<file path="src/rtl/sp_shadow_pkg.sv">
package sp_shadow_pkg;
    localparam int OP_W = 4;

    typedef enum logic [OP_W-1:0] {
        OP_NONE    = 4'd0,
        OP_CALL    = 4'd1,
        OP_RET     = 4'd2,
        OP_RTI     = 4'd3,
        OP_BREAK   = 4'd4,
        OP_PUSH    = 4'd5,
        OP_PULL    = 4'd6,
        OP_LDX_IMM = 4'd7,
        OP_XFER_AX = 4'd8,
        OP_XFER_SX = 4'd9,
        OP_XFER_XS = 4'd10
    } rec_op_e;

    typedef enum logic {
        ST_REL = 1'b0,
        ST_ABS = 1'b1
    } trk_state_e;

    localparam int DELTA_W = 4;
endpackage

</file>
<file path="src/rtl/sp_delta_decode.sv">
module sp_delta_decode
    import sp_shadow_pkg::*;
(
    input  logic                      rec_valid,
    input  logic [OP_W-1:0]           rec_op,
    output logic signed [DELTA_W-1:0] delta
);
    always_comb begin
        delta = '0;
        if (rec_valid) begin
            case (rec_op)
                OP_CALL:  delta = -4'sd2;
                OP_RET:   delta =  4'sd2;
                OP_RTI:   delta =  4'sd3;
                OP_BREAK: delta = -4'sd3;
                OP_PUSH:  delta = -4'sd1;
                OP_PULL:  delta =  4'sd1;
                default:  delta = '0;
            endcase
        end
    end
endmodule

</file>
<file path="src/rtl/x_shadow.sv">
module x_shadow
    import sp_shadow_pkg::*;
(
    input  logic            clk,
    input  logic            rst_n,
    input  logic            rec_valid,
    input  logic [OP_W-1:0] rec_op,
    input  logic [7:0]      rec_data,
    input  logic            sp_is_known,
    input  logic [7:0]      sp_abs,
    output logic            x_known,
    output logic [7:0]      x_value
);
    always_ff @(posedge clk) begin
        if (!rst_n) begin
            x_known <= 1'b0;
            x_value <= 8'd0;
        end else if (rec_valid) begin
            case (rec_op)
                OP_LDX_IMM: begin
                    x_known <= 1'b1;
                    x_value <= rec_data;
                end
                OP_XFER_AX: x_known <= 1'b0;
                OP_XFER_SX: begin
                    x_known <= sp_is_known;
                    x_value <= sp_abs;
                end
                default: ;
            endcase
        end
    end
endmodule

</file>
<file path="src/rtl/sp_shadow_tracker.sv">
module sp_shadow_tracker
    import sp_shadow_pkg::*;
#(
    parameter int OFS_W = 16
) (
    input  logic                    clk,
    input  logic                    rst_n,
    input  logic                    rec_valid,
    input  logic [3:0]              rec_op,
    input  logic [7:0]              rec_data,
    output logic                    sp_known,
    output logic [7:0]              sp_value,
    output logic signed [OFS_W-1:0] sp_offset,
    output logic                    offset_valid
);
    localparam int EXT_OFS = OFS_W - DELTA_W;
    localparam int EXT_ABS = 8 - DELTA_W;

    trk_state_e                state_q, state_d;
    logic [7:0]                abs_q;
    logic signed [OFS_W-1:0]   ofs_q;
    logic signed [DELTA_W-1:0] delta;
    logic                      x_known;
    logic [7:0]                x_value;
    logic                      load_sp;

    assign load_sp = rec_valid && (rec_op == OP_XFER_XS);

    sp_delta_decode u_delta (
        .rec_valid (rec_valid),
        .rec_op    (rec_op),
        .delta     (delta)
    );

    x_shadow u_xs (
        .clk         (clk),
        .rst_n       (rst_n),
        .rec_valid   (rec_valid),
        .rec_op      (rec_op),
        .rec_data    (rec_data),
        .sp_is_known (state_q == ST_ABS),
        .sp_abs      (abs_q),
        .x_known     (x_known),
        .x_value     (x_value)
    );

    // next state
    always_comb begin
        state_d = state_q;
        unique case (state_q)
            ST_REL: if (load_sp && x_known)  state_d = ST_ABS;
            ST_ABS: if (load_sp && !x_known) state_d = ST_REL;
        endcase
    end

    // state register
    always_ff @(posedge clk) begin
        if (!rst_n) state_q <= ST_REL;
        else        state_q <= state_d;
    end

    // tracked data
    always_ff @(posedge clk) begin
        if (!rst_n) begin
            abs_q <= 8'd0;
            ofs_q <= '0;
        end else if (load_sp) begin
            if (x_known) abs_q <= x_value;
            ofs_q <= '0;
        end else begin
            unique case (state_q)
                ST_REL: ofs_q <= ofs_q + {{EXT_OFS{delta[DELTA_W-1]}}, delta};
                ST_ABS: abs_q <= abs_q + {{EXT_ABS{delta[DELTA_W-1]}}, delta};
            endcase
        end
    end

    // outputs
    always_comb begin
        sp_known     = (state_q == ST_ABS);
        offset_valid = (state_q == ST_REL);
        sp_value     = sp_known ? abs_q : 8'd0;
        sp_offset    = sp_known ? '0 : ofs_q;
    end
endmodule

</file>
<file path="config.mk">
export PLATFORM = sky130hd
export DESIGN_NAME = sp_shadow_tracker
export DESIGN_NICKNAME = d
export VERILOG_FILES = /design/src/rtl/sp_shadow_pkg.sv /design/src/rtl/sp_delta_decode.sv /design/src/rtl/x_shadow.sv /design/src/rtl/sp_shadow_tracker.sv
export SDC_FILE = /design/constraint.sdc
export NUM_CORES = 1
export LEC_CHECK = 0
export ABC_AREA = 1
export ABC_CLOCK_PERIOD_IN_PS = 3700
export BUFFER_PORTS_ARGS = -buffer_cell sky130_fd_sc_hd__buf_4
export CAP_MARGIN = 20
export CORE_MARGIN = 2
export CORE_UTILIZATION = 48
export CTS_CLUSTER_SIZE = 12
export DETAILED_ROUTE_END_ITERATION = 12
export PLACE_DENSITY = 0.66
export RECOVER_POWER = 25
export SKIP_LAST_GASP = 1
export SYNTH_ARGS = -nofsm -noshare
export SYNTH_HDL_FRONTEND = slang
export SYNTH_SLANG_ARGS = --single-unit
export TNS_END_PERCENT = 1
</file>
<file path="constraint.sdc">
create_clock -name clk -period 3.7 [get_ports clk]
set_input_delay 0.74 -clock clk [delete_from_list [all_inputs] [get_ports clk]]
set_output_delay 0.74 -clock clk [all_outputs]
set_load 0.02 [all_outputs]
</file>
==> run_results.csv, run 1 <==
group,metric,value,unit
run_status,status,"finished clean",
hold_path,hp-class,"reg2reg",
critical_path,slowest_delay,0.99,ns
grt,grt_overflow,0,
cts,cts_sinks,34,
timing,fin_setup_tns,0,ns
floorplan,fp.dieArea,0.00650,mm^2
synthesis,syn_inst,450,
synthesis,yosysWarningCount,0,
floorplan,die_h,80.6,um
synthesis,syn_area_per_cell,6.26,um^2
critical_path,cp_slowest_cell,"dfxtp_1",
timing,clock-skew-final,0.00680,ns
critical_path,crit_fanout,26,
cts,cts_tree,"built",
placed_design,globalplace.congestion,0.946,
cts,cts_root_buf,"clkbuf_8",
floorplan,core,0.00557,mm^2
route,wire_per_inst,11.8,um
grt,grt_pass1_wl,11.2,mm
placed_design,postPlaceCellArea,0.00317,mm^2
timing,rsz0062_at_grt,"false",
timing,min_period,2.84,ns
cells_and_area,antenna_cells,0,
synthesis,synthTopCellsByArea,"dfxtp_1 24%, nand2_1 16%, ha_1 9.8%",
synthesis,yosysUniqueCellTypes,36,
timing,max_freq,352,MHz
cts,postCtsSetupBuffers,0,
synthesis,synth_fp_nets,489,
critical_path,cp-end-kind,"output port",
pwr,total_power,1010,uW
synthesis,yosys.area.top_type_share,0.241,
synthesis,ys_ff_latch,34,
floorplan,core.rowCount,27,
cells_and_area,final_util,0.583,
job,drv_cap,0,
route,via_per_inst,4.97,
synthesis,syn_area,0.00282,mm^2
cts,clk_latency,0.29,ns
grt,grt_pass1_vias,2475,
route,finalWirelength,6.65,mm
synthesis,synthFlopType,"dfxtp_1",
route,ant_nets,0,
synthesis,synth_edf_count,0,
route,firstDrtPassIters,6,
cells_and_area,drive_gt1_frac,0.124,
timing,period_share,0.769,
cts,cts_max_level,2,
floorplan,die_w,80.6,um
grt,antenna_found_initial,0,
floorplan,start_util,0.506,
cts,ctsHoldBuffers,0,
route,drtIter0Drc,135,
synthesis,yosysTopAreaCell,"dfxtp_1",
grt,grt_util_all_layers,0.217,
cells_and_area,area_growth,15.3,%
placed_design,io_buffer_count,40,
timing,setup_viol,0,
critical_path,start_kind,"register",
floorplan,num_io_pins,41,
critical_path,required,2.96,ns
cts,numCtsBuffers,5,
cts,cts_buffer_depth,2,
timing,slew_headroom,0.322,
critical_path,crit_family,"flip-flops",
critical_path,worst-setup-path-type,"reg2out",
pwr,leakage,0.00184,uW
synthesis,synthArstFlopShare,0,
timing,slew_viol_final,0,
pwr,vdd_ir_drop_max,0.000153,V
critical_path,arrival,2.10,ns
route,vias,2795,
timing,worst_pin_slew,1.02,ns
timing,holdWs,0.467,ns
critical_path,path_cells,"inv_1 -> buf_4",
synthesis,synth_seq_area_share,0.241,
grt,grt_max_degree,27,
critical_path,reg2reg_slack,1.73,ns
timing,finalHoldViolCount,0,
cells_and_area,final.fill_count,583,
critical_path,cp.buffers_inverters,2,
cells_and_area,postLayoutCellArea,0.00325,mm^2
route,drc,0,
placed_design,dpl.hpwl,5.05,mm
cts,path_clk_slew,0.08,ns
cts,ctsResizeCount,0,
pwr,p_per_area,310,mW/mm^2
cells_and_area,nets,528,
-- where the power goes --
group / switching [uW] / internal (uW)
sequential: 11.1 / 382
combinational: 102 / 67.4
clock: 157 / 288
-- cells in the mapped netlist (2+ instances only) --
master / n
a211oi_1: 2
a21oi_1: 41
a31oi_1: 9
buf_1: 2
buf_6: 2
clkbuf_1: 4
dfxtp_1: 34
fa_1: 2
ha_1: 22
inv_1: 73
inv_2: 3
inv_4: 2
nand2_1: 119
nand2_4: 4
nand3_1: 27
nand4_1: 2
nor2_1: 43
nor2_2: 2
nor2_8: 2
nor3_1: 2
o21ai_0: 26
o21ai_1: 5
o21bai_1: 2
xnor2_1: 2
xor2_1: 7
-- layout by cell type, fill, tap and decap left out, drive strengths merged, types with 7 or more instances in the layout --
cell type,instances
nand2,124
inv,78
nor2,47
a21oi,43
buf,39
dfxtp,34
o21ai,31
nand3,28
ha,22
a31oi,9
clkbuf,9
xor2,7
-- worst paths after layout --
path	start	to	depth (start not counted)
worst max-delay path	sp_known	offset_valid	2
worst min-delay path	u_xs.x_value[7]	u_xs.x_value[7]	2
worst max register to register	abs_q[0]	abs_q[6]	10
worst min register to register	u_xs.x_value[7]	u_xs.x_value[7]	2
-- sequential cells by signal, summed over array words and instances (netlist names) --
| signal | flops |
|---|---|
| u_xs.x_value | 8 |
| abs_q | 8 |
| u_xs.x_known | 1 |
| ofs_q | 16 |
| sp_known | 1 |
-- cells by family after synthesis --
kind of cell / Yosys count / share of synthesized area
DFF: 34 / 0.241
xor gates and xnor gates: 9 / 0.0280
adders and majority gates: 24 / 0.112
and+or+nand+nor: 205 / 0.317
AOI/OAI and AO/OA: 89 / 0.173
buffers and inverters: 89 / 0.129
-- per-stage QoR --
step | setup WS [ns] | std cells
after floorplan | 1.05 | 450
after global placement | 0.804 | 554
after detailed placement | 0.778 | 554
after CTS | 1.07 | 562
after global routing | 0.574 | 562
final | 0.856 | 562
-- worst reg2reg max path, stage by stage (launching register included) --
cell     delay (ns)
dfxtp_1        0.38
ha_1           0.20
inv_1          0.06
fa_1           0.41
o21ai_0        0.33
nand3_1        0.15
nand2_1        0.09
nand2_1        0.04
nand3_1        0.06
nand2_1        0.08
a21oi_2        0.11
-- cell type report --
cell class	instances	area, um^2	area share
clock buffers	6	82.6	0.0254
clock inverters	2	60.1	0.0185
inverters	79	305	0.0940
multi-input cells	327	1720	0.530
flip-flops and latches	34	681	0.209
well taps	72	90.1	0.0277
repair buffers	42	308	0.0947
-- routing by layer --
layer,wire (um),up-vias,track usage
li1,-,1512,-
met1,3530,1220,0.313
met3,277,5,0.0360
met4,59,0,0.0458
met5,0,-,0
met2,2780,58,0.339
Power figures use the tool's default switching activity.
==> run 2: changes to the inputs <==
--- a/config.mk
+++ b/config.mk
@@ -6,7 +6,7 @@
 export NUM_CORES = 1
 export LEC_CHECK = 0
 export ABC_AREA = 1
-export ABC_CLOCK_PERIOD_IN_PS = 3700
+export ABC_CLOCK_PERIOD_IN_PS = 2700
 export BUFFER_PORTS_ARGS = -buffer_cell sky130_fd_sc_hd__buf_4
 export CAP_MARGIN = 20
 export CORE_MARGIN = 2
==> constraint.sdc (replaced) <==
create_clock -name clk -period 2.7 [get_ports clk]
set_input_delay 0.54 -clock clk [delete_from_list [all_inputs] [get_ports clk]]
set_output_delay 0.54 -clock clk [all_outputs]
set_load 0.02 [all_outputs]
==> run_results.csv, run 2 (synthesis gave the netlist of run 1 again) <==
group,metric,value,unit
cells_and_area,final.fill_count,563,
critical_path,cp-end-kind,"register",
timing,fin_ws,0.320,ns
cts,path_clk_slew,0.08,ns
timing,slew_headroom,0.342,
job,drv_cap,0,
route,drtIter0Drc,129,
cells_and_area,top_regs,"ofs_q x16, abs_q x8, u_xs.x_value x8",
route,firstDrtPassIters,4,
grt,grt_pass1_vias,2484,
route,vias,2812,
floorplan,core.rowCount,27,
cts,ctsResizeCount,0,
timing,min_period,2.38,ns
critical_path,crit_path_frequent_cell,"nand2_1",
cells_and_area,area_growth,14.6,%
cts,cts_buffer_depth,2,
grt,antenna_found_initial,0,
timing,period_share,0.881,
cts,cts_root_buf,"clkbuf_8",
floorplan,die_w,80.6,um
cts,postCtsSetupBuffers,0,
timing,slew_viol_final,0,
cells_and_area,largest_reg_flops,16,
critical_path,required,2.93,ns
route,ant_nets,0,
critical_path,path_cells,"buf_4 -> inv_1 -> nor2_2 -> o21ai_0 -> a21oi_1 -> ha_1 -> inv_1 -> fa_1 -> o21ai_0 -> nand3_1 -> nand2_1 -> nand2_1 -> nand3_1 -> nand2_1 -> a21oi_2",
floorplan,num_io_pins,41,
critical_path,cp_slowest_cell,"fa_1",
critical_path,crit_fanout,4,
placed_design,dpl.hpwl,5.05,mm
placed_design,io_buffer_count,40,
route,drc,0,
cts,numCtsBuffers,5,
timing,max_freq,420,MHz
cts,clk_latency,0.29,ns
timing,worst_pin_slew,0.988,ns
critical_path,crit_family,"compound AO/OA/AOI/OAI gates",
timing,holdWs,0.462,ns
timing,rsz0062_at_grt,"false",
cts,cts_tree,"built",
route,wire_per_inst,11.4,um
route,via_per_inst,4.98,
floorplan,core,0.00557,mm^2
cts,cts_max_level,2,
critical_path,start_kind,"input port",
floorplan,die_h,80.6,um
route,finalWirelength,6.46,mm
floorplan,start_util,0.506,
timing,clock-skew-final,0.00752,ns
cts,ctsHoldBuffers,0,
timing,fin_setup_tns,0,ns
critical_path,cp.buffers_inverters,3,
cells_and_area,layout_common_cells,"120 x nand2_1, 73 x inv_1, 44 x nor2_1",
floorplan,fp.dieArea,0.00650,mm^2
timing,finalHoldViolCount,0,
placed_design,globalplace.congestion,0.857,
hold_path,hp-class,"reg2reg",
grt,grt_max_degree,27,
cells_and_area,top_register,"ofs_q",
cells_and_area,antenna_cells,0,
grt,grt_overflow,0,
cts,cts_sinks,34,
placed_design,pre_cts_ws,0.0318,ns
cells_and_area,nets,531,
cells_and_area,drive_gt1_frac,0.130,
run_status,status,"finished clean",
timing,setup_viol,0,
pwr,p_per_area,367,mW/mm^2
grt,grt_util_all_layers,0.212,
critical_path,arrival,2.61,ns
cells_and_area,layout_commonest_cell,"nand2_1",
critical_path,slowest_delay,0.39,ns
grt,grt_pass1_wl,11.0,mm
pwr,leakage,0.00182,uW
critical_path,worst-setup-path-type,"in2reg",
pwr,vdd_ir_drop_max,0.000207,V
[run 2: per-layer routing]
metal,up-vias,track usage,wire length [um]
met1,1246,0.306,3470
met3,7,0.0360,279
li1,1515,-,-
met4,0,0.0542,63
met5,-,0,0
met2,44,0.327,2650
[run 2: worst paths after layout]
kind	startpoint	end	slack, ns	cells past startpoint
worst min-delay path	u_xs.x_value[7]	u_xs.x_value[7]	0.46	2
worst max-delay path	rec_valid	abs_q[6]	0.32	15
worst max register to register	ofs_q[0]	ofs_q[8]	0.82	11
worst min register to register	u_xs.x_value[7]	u_xs.x_value[7]	0.46	2
[run 2: per-stage QoR]
stage	power (uW)	cell area, um^2	std cells	utilization
2_1_floorplan	716	2820	450	-
3_5_place_dp	795	3200	557	0.575
5_1_grt	1250	3230	565	0.580
3_3_place_gp	791	3200	557	0.575
6_report	1190	3230	565	0.580
4_1_cts	1210	3300	565	0.592
[run 2: power by group]
group | switching [uW] | leakage, uW | internal [uW]
registers | 14.4 | 0.000277 | 523
logic | 140 | 0.00150 | 95.2
clock network | 207 | 0.0000472 | 205
total | 362 | 0.00182 | 824
[run 2: cell type report]
cell class | count | area [um^2] | share of cell area
clock buffer | 6 | 82.6 | 0.0256
clock inverter | 2 | 12.5 | 0.00387
inverter | 79 | 307 | 0.0949
multi-input combinational | 327 | 1730 | 0.534
sequential | 34 | 682 | 0.211
tap | 72 | 90.1 | 0.0279
timing repair buffer | 45 | 332 | 0.103
[run 2: worst register-to-register path, cell delays in order, from the launching register on]
cell and delay, ns:
dfxtp_1 0.33, ha_1 0.24, fa_1 0.44, nand3_1 0.10, nand2_1 0.11, nand2_1 0.08, nand2_1 0.11, nand2_1 0.11
a21o_1 0.11, nand3_1 0.06, nand2_1 0.08, inv_1 0.04
==> run 3: changes to the inputs <==
--- a/config.mk
+++ b/config.mk
@@ -7,13 +7,14 @@
 export LEC_CHECK = 0
 export ABC_AREA = 1
 export ABC_CLOCK_PERIOD_IN_PS = 2700
-export BUFFER_PORTS_ARGS = -buffer_cell sky130_fd_sc_hd__buf_4
 export CAP_MARGIN = 20
 export CORE_MARGIN = 2
 export CORE_UTILIZATION = 48
+export CTS_BUF_LIST = sky130_fd_sc_hd__clkbuf_4
 export CTS_CLUSTER_SIZE = 12
 export DETAILED_ROUTE_END_ITERATION = 12
-export PLACE_DENSITY = 0.66
+export DONT_BUFFER_PORTS = 1
+export PLACE_DENSITY = 0.6
 export RECOVER_POWER = 25
 export SKIP_LAST_GASP = 1
 export SYNTH_ARGS = -nofsm -noshare
==> run_results.csv, run 3 (synthesis gave the netlist of run 1 again) <==
group,metric,value,unit
route,firstDrtPassIters,4,
timing,fin_setup_tns,0,ns
timing,setup_viol,0,
grt,grt_util_all_layers,0.220,
grt,grt_pass1_vias,2457,
cells_and_area,top_register,"ofs_q",
job,drv_cap,0,
cts,cts_sinks,34,
pwr,p_per_area,354,mW/mm^2
placed_design,pre_cts_ws,0.151,ns
grt,grt_overflow,0,
critical_path,cp-end-kind,"register",
route,drtIter0Drc,128,
timing,slew_headroom,0.368,
floorplan,fp.dieArea,0.00650,mm^2
cells_and_area,nets,490,
cts,clk_latency,0.35,ns
grt,grt_max_degree,24,
grt,grt_pass1_wl,11.2,mm
pwr,p_seq_frac,0.524,
placed_design,globalplace.congestion,0.912,
pwr,leakage,0.00163,uW
cts,postCtsSetupBuffers,0,
route,via_per_inst,5.01,
floorplan,num_io_pins,41,
critical_path,path_cells,"inv_1 -> nor2_2 -> o21ai_0 -> a21oi_1 -> ha_1 -> inv_1 -> fa_1 -> o21ai_0 -> nand3_1 -> nand2_1 -> nand2_1 -> nand3_1 -> nand2_1 -> a21oi_2",
critical_path,cp_slowest_cell,"fa_1",
timing,rsz0062_at_grt,"false",
critical_path,worst-setup-path-type,"in2reg",
critical_path,arrival,2.52,ns
cts,cts_tree,"built",
cts,cts_root_buf,"clkbuf_4",
pwr,p_comb_frac,0.190,
cts,ctsResizeCount,0,
floorplan,start_util,0.506,
cells_and_area,largest_reg_flops,16,
hold_path,hp-class,"in2reg",
timing,worst_pin_slew,0.947,ns
timing,max_freq,451,MHz
critical_path,required,3.00,ns
cts,cts_max_level,2,
cts,path_clk_slew,0.12,ns
timing,clock-skew-final,0.0132,ns
grt,antenna_found_initial,0,
pwr,p_clk_frac,0.286,
pwr,net-switching-power,344,uW
cells_and_area,top_regs,"ofs_q x16, abs_q x8, u_xs.x_value x8",
route,vias,2623,
timing,min_period,2.22,ns
cells_and_area,area_growth,3.11,%
critical_path,start_kind,"input port",
route,drc,0,
cells_and_area,drive_gt1_frac,0.0553,
timing,period_share,0.821,
cells_and_area,layout_common_cells,"121 x nand2_1, 74 x inv_1, 44 x nor2_1",
critical_path,crit_fanout,4,
cts,cts_buffer_depth,2,
cells_and_area,layout_commonest_cell,"nand2_1",
floorplan,die_h,80.6,um
route,ant_nets,0,
run_status,status,"finished clean",
floorplan,core,0.00557,mm^2
floorplan,die_w,80.6,um
pwr,p_int,685,uW
floorplan,core.rowCount,27,
route,finalWirelength,6.53,mm
critical_path,crit_path_frequent_cell,"nand2_1",
timing,slew_viol_final,0,
cts,ctsHoldBuffers,0,
cells_and_area,antenna_cells,0,
placed_design,io_buffer_count,0,
cts,numCtsBuffers,5,
timing,finalHoldViolCount,0,
placed_design,dpl.hpwl,4.98,mm
pwr,p_sw_frac,0.334,
critical_path,slowest_delay,0.40,ns
timing,fin_ws,0.483,ns
pwr,vdd_ir_drop_max,0.000168,V
route,wire_per_inst,12.5,um
## run 3: final cells by class
cell class	count	area, um^2
tap	72	90.1
multi-input combinational	327	1730
fill	599	2670
timing repair buffer	4	42.5
clock buffer	5	37.5
sequential	34	682
inverter	79	307
clock inverter	3	16.3
## run 3: through the flow
step                      cell area [um^2]  total power [uW]   util  hold slack [ns]  instances
final                                 2910              1030  0.521            0.307        524
after global routing                  2910              1090  0.521            0.294        524
after CTS                             2950              1050  0.529            0.293        524
after detailed placement              2900               750  0.519            0.451        516
after global placement                2900               747  0.519            0.442        516
after floorplan                       2820               716      -            0.425        450
## run 3: path summary, 6_finish.rpt
check	start	endpoint	slack [ns]	cells past startpoint
hold reg to reg	u_xs.x_value[7]	u_xs.x_value[7]	0.47	2
setup / recovery	rec_valid	abs_q[6]	0.48	14
setup reg to reg	abs_q[0]	abs_q[6]	0.78	10
hold / removal	rst_n	u_xs.x_value[0]	0.31	2
## run 3: layer usage
metal  share of wire  GRT usage
met2            0.40      0.331
met1            0.55      0.321
met5               0          0
met3           0.044     0.0404
met4           0.012     0.0610
## run 3: power groups by stage
| stage | registers, uW | logic [uW] | clock network (uW) |
|---|---|---|---|
| detailed placement | 550 | 200 | 0 |
| global placement | 551 | 196 | 0 |
| floorplan | 546 | 170 | 0 |
| CTS | 539 | 201 | 308 |
| global route | 542 | 226 | 325 |
| finish | 539 | 196 | 294 |
## run 3: critical path, delay by kind of cell
kind | cells | cell delay [ns]
AND/OR/NAND/NOR | 6 | 0.54
AO/OA/AOI/OAI | 4 | 0.73
buffers and inverters | 2 | 0.11
adder cells (fa/ha/maj) | 2 | 0.61
